<file path="src/rtl/disp_refill_fifo.sv">
module disp_refill_fifo #(
  parameter int DATA_W    = 64,
  parameter int DEPTH     = 64,
  parameter int BURST     = 4,
  parameter int THR_W     = 6,
  parameter int THR_RESET = 16,
  localparam int AW = $clog2(DEPTH),
  localparam int CW = $clog2(DEPTH + 1)
) (
  input  logic              clk,
  input  logic              rst_n,
  input  logic              wr_en,
  input  logic [DATA_W-1:0] wr_word,
  input  logic              wr_cursor,
  input  logic              rd_en,
  output logic [DATA_W-1:0] rd_word,
  output logic              rd_cursor,
  input  logic              thr_we,
  input  logic [THR_W-1:0]  thr_wdata,
  input  logic [1:0]        flag_clr,
  output logic [CW-1:0]     level,
  output logic              req_bg,
  output logic              req_urgent,
  output logic              underflow,
  output logic              overflow
);

  logic [DATA_W:0]    mem [DEPTH];
  logic [AW-1:0]      wp, rp;
  logic [CW-1:0]      cnt;
  logic [THR_W-1:0]   thr_q;
  logic [DATA_W:0]    rd_q;
  logic               unf_q, ovf_q;

  wire full  = (cnt == CW'(DEPTH));
  wire empty = (cnt == '0);
  wire wr_ok = wr_en && !full;
  wire rd_ok = rd_en && !empty;

  always_ff @(posedge clk) begin
    if (wr_ok) mem[wp] <= {wr_cursor, wr_word};
  end

  always_ff @(posedge clk or negedge rst_n) begin
    if (!rst_n) begin
      wp    <= '0;
      rp    <= '0;
      cnt   <= '0;
      rd_q  <= '0;
      thr_q <= THR_W'(THR_RESET);
      unf_q <= 1'b0;
      ovf_q <= 1'b0;
    end else begin
      if (wr_ok) wp <= (wp == AW'(DEPTH - 1)) ? '0 : wp + 1'b1;
      if (rd_ok) begin
        rp   <= (rp == AW'(DEPTH - 1)) ? '0 : rp + 1'b1;
        rd_q <= mem[rp];
      end
      if (wr_ok && !rd_ok)      cnt <= cnt + 1'b1;
      else if (rd_ok && !wr_ok) cnt <= cnt - 1'b1;
      if (thr_we) thr_q <= thr_wdata;
      unf_q <= (rd_en && empty) || (unf_q && !flag_clr[0]);
      ovf_q <= (wr_en && full)  || (ovf_q && !flag_clr[1]);
    end
  end

  assign req_urgent = 32'(cnt) < 32'(thr_q);
  assign req_bg     = !req_urgent && (32'(DEPTH) - 32'(cnt) >= 32'(BURST));
  assign level      = cnt;
  assign rd_word    = rd_q[DATA_W-1:0];
  assign rd_cursor  = rd_q[DATA_W];
  assign underflow  = unf_q;
  assign overflow   = ovf_q;

endmodule


</file>
<file path="config.mk">
export PLATFORM = sky130hd
export DESIGN_NAME = disp_refill_fifo
export DESIGN_NICKNAME = d
export VERILOG_FILES = /design/src/rtl/disp_refill_fifo.sv
export SDC_FILE = /design/constraint.sdc
export NUM_CORES = 2
export LEC_CHECK = 0
export BUFFER_PORTS_ARGS = -buffer_cell sky130_fd_sc_hd__clkbuf_2
export CORE_MARGIN = 5
export CORE_UTILIZATION = 45
export CTS_CLUSTER_SIZE = 10
export DETAILED_ROUTE_END_ITERATION = 8
export PLACE_DENSITY_LB_ADDON = 0.08
export SETUP_SLACK_MARGIN = 0.3
export SYNTH_ARGS = -nofsm -noshare
export SYNTH_HDL_FRONTEND = slang
export SYNTH_MEMORY_MAX_BITS = 65536
export SYNTH_SLANG_ARGS = --single-unit
</file>
<file path="constraint.sdc">
create_clock -name clk -period 11.4 [get_ports clk]
set_input_delay 2.28 -clock clk [delete_from_list [all_inputs] [get_ports clk]]
set_output_delay 2.28 -clock clk [all_outputs]
set_load 0.05 [all_outputs]
</file>
==> metrics.md <==
| Metric | Value |
|---|---|
| Port Buffer Count | `153` |
| Number of CTS-inserted buffers | `472` |
| CTS Sinks | `4252` |
| Final setup fails | `0` |
| Pin count of the biggest net entering global routing | `121` |
| Antenna violations before repair | `25` |
| CP arrival | `5.67 ns` |
| Setup tns final | `0 ns` |
| Setup Skew | `0.0586 ns` |
| Number of post-CTS setup repair buffers | `0` |
| Placed cells | `12900` |
| CP Launch Type | `input pin` |
| PwrDens | `243 nW/um^2` |
| Ys async rst share | `2.16%` |
| Cell Rows | `220` |
| Via count | `82900` |
| Max VDD drop | `0.193 mV` |
| # DRC | `0` |
| Area delta synth->final | `13.0%` |
| Worst-margin pin slew | `1.20 ns` |
| Fmax | `197 MHz` |
| First-pass GRT wire length | `659 mm` |
| Crit path time final | `5.08 ns` |
| Fin. Hold Viols | `0` |
| Top FF cell, synth | `edfxtp_1` |
| Starting Density | `45.2%` |
| Worst-path clk slew | `0.05 ns` |
| Post-Syn Instances | `8156` |
| Slew Limit Fails | `0` |
| Non-Filler Instances | `13700` |
| GR Overflow Total | `0` |
| Synthesis Warnings | `0` |
| Data required, critical path | `11.99 ns` |
| Type of the most critical hold path | `reg -> reg` |
| Max-cap viol count | `0` |
| First-pass DRT Iterations | `6` |
| Synthesized area | `162000 um^2` |
| Post-detail-place hpwl | `272 mm` |
| Yosys cell types | `55` |
| Slowest-stage cell, CP | `nor2_4` |
| Outcome | `complete, no violations` |
| Cts hold-fix bufs | `0` |
| Final Wtd Congestion | `0.815` |
| DIE HEIGHT | `611 um` |
| Max clock buf depth | `4` |
| Antenna-violating nets left | `0` |
| Leak Pwr | `59.9 nW` |
| Nets | `8675` |
| Final worst path period share | `44.6%` |
| Drt initial violations | `8683` |
| Core area | `359000 um^2` |
| Crit Path Class | `in -> reg` |
| Crit end category | `flip-flop` |
| Leading cell type in the layout, fill and taps excluded | `edfxtp_1` |
| Htree depth | `5` |
| Die Area | `373000 um^2` |
| Most frequent cells in the layout | `edfxtp_1, mux2i_1, a22oi_1` |
| Die width | `611 um` |
| CTS tree | `done` |
| RSZ-0062 raised after global routing | `false` |
| Post-CTS Resized | `0` |
| Clock Latency Late Sink | `1.00 ns` |
| FF+latch count, synth | `4252` |
| Crit Path Max Fanout | `43` |
| Vias/cell | `6.07` |
| I/O pin count | `154` |
| Buf/Inv on CP | `2` |
| Largest stage delay, worst path | `1.02 ns` |
| Post-synth EDFFs | `4160` |
| Synth Area per Inst | `19.9 um^2` |
| Vias in the first global route | `82200` |
| Sequential cell area fraction in the yosys report | `78.3%` |
| Final WL | `473 mm` |
| Kind of cell with the highest combined delay on the critical path | `simple AND/OR/NAND/NOR gates` |
| DR WL/cell | `34.6 um` |
| Relative max-transition margin | `19.5%` |
| Clock Tree Root | `clkbuf_16` |
| Net count after synthesis | `8249` |
| Worst path cell trace | `clkbuf_2 -> nand2_1 -> nor2_1 -> nand3_1 -> nor2_4 -> buf_4` |
| Global Route Usage Sum | `24.9%` |
| Share of cells above drive strength 1 | `17.8%` |
==> worst paths after layout <==
check | cells past startpoint | end | slack, ns | startpoint
worst max-delay path | 6 | mem[43][12]$_DFFE_PP_ | 6.32 | wr_en
worst min-delay path | 1 | thr_q[0]$_DFFE_PN0P_ | 0.51 | thr_q[0]$_DFFE_PN0P_
worst max register to register | 7 | rd_q[8]$_DFFE_PN0P_ | 6.36 | rp[4]$_DFFE_PN0P_
worst min register to register | 1 | thr_q[0]$_DFFE_PN0P_ | 0.51 | thr_q[0]$_DFFE_PN0P_
max in group asynchronous | 2 | rd_q[18]$_DFFE_PN0P_ | 8.53 | rst_n
min in group asynchronous | 1 | overflow$_DFF_PN0_ | 1.31 | rst_n
==> cell families (layout without fill, tap and decap cells) <==
family	count (synthesis)	after routing	share of synthesized area [%]
simple gates	673	673	1.94
flops	4252	4252	78.3
mux	1759	1759	13.9
compound gates	946	946	4.24
fa+ha+maj	15	15	0.120
buf+inv	500	1219	1.38
xor+xnor	11	11	0.0593
other cells	0	11	0
==> Yosys cell counts, types with 2 or more instances <==
library cell / instances / area share, %
nand3b_1: 2 / 0.0092
buf_4: 18 / 0.083
nand2b_1: 2 / 0.0077
clkbuf_1: 212 / 0.49
a21oi_1: 8 / 0.025
buf_1: 40 / 0.092
xnor2_1: 9 / 0.049
o211ai_1: 65 / 0.30
mux2_2: 134 / 0.93
a211oi_1: 63 / 0.29
nand3_1: 138 / 0.43
and3_1: 3 / 0.012
edfxtp_1: 4160 / 77
mux4_2: 390 / 5.4
a221oi_1: 64 / 0.35
nand2_1: 31 / 0.072
nand4_1: 71 / 0.27
o22ai_1: 132 / 0.51
ha_1: 14 / 0.11
nand4b_1: 2 / 0.011
or3_1: 3 / 0.012
nor2b_1: 6 / 0.023
o21ai_0: 16 / 0.049
a31oi_1: 67 / 0.26
inv_1: 15 / 0.035
xor2_1: 2 / 0.011
nand4bb_1: 2 / 0.014
mux2i_1: 1235 / 7.6
or2_2: 3 / 0.012
buf_6: 5 / 0.035
nor2_1: 336 / 0.78
buf_2: 209 / 0.64
a21o_1: 2 / 0.0092
a22oi_1: 521 / 2.4
dfrtp_1: 91 / 1.4
nor4_1: 66 / 0.25
==> worst reg2reg max path, delay by kind of cell (launching register included) <==
kind / cells / cell delay [ns]
AO/OA/AOI/OAI: 3 / 1.13
buffers and inverters: 3 / 2.13
flip-flops: 1 / 0.95
AND/OR/NAND/NOR: 1 / 0.68
==> power by group <==
part | internal, mW | switching, mW
clock network | 7.73 | 5.83
logic | 4.35 | 8.41
registers | 17.8 | 0.535
==> through the flow <==
stage / utilization [%] / setup slack, ns / hold WS [ns] / total power, mW / area [um^2]
floorplan: - / 5.35 / 0.478 / 26.2 / 162000
global route: 51.0 / 6.10 / 0.533 / 46.2 / 183000
CTS: 51.0 / 6.24 / 0.520 / 45.1 / 183000
global placement: 47.3 / 5.33 / 0.496 / 31.5 / 170000
detailed placement: 47.3 / 5.32 / 0.509 / 31.6 / 170000
finish: 51.0 / 6.32 / 0.513 / 44.6 / 184000
==> state kept, by name, indices dropped and copies added, names as in the netlist <==
register,flops
wp,6
level,7
overflow,1
rd_q,65
thr_q,6
underflow,1
mem,4160
rp,6
==> cell type report <==
class                   count  area, um^2
multi-input cells        3404       33700
inverters                  16        60.1
clock inverters            30         360
flip-flops and latches   4252      127000
diodes                     11        27.5
well taps                4773        5970
repair buffers            436        3100
clock buffers             737       13000
fillers                 29000      176000
==> layer usage <==
metal | wire, um | global-route usage (%) | vias up
li1 | - | - | 34600
met3 | 30700 | 3.88 | 612
met5 | 27 | 0 | -
met2 | 229000 | 40.7 | 2988
met4 | 13100 | 6.16 | 4
met1 | 201000 | 35.4 | 44700
Note: power is estimated with default switching activity, not from simulation.
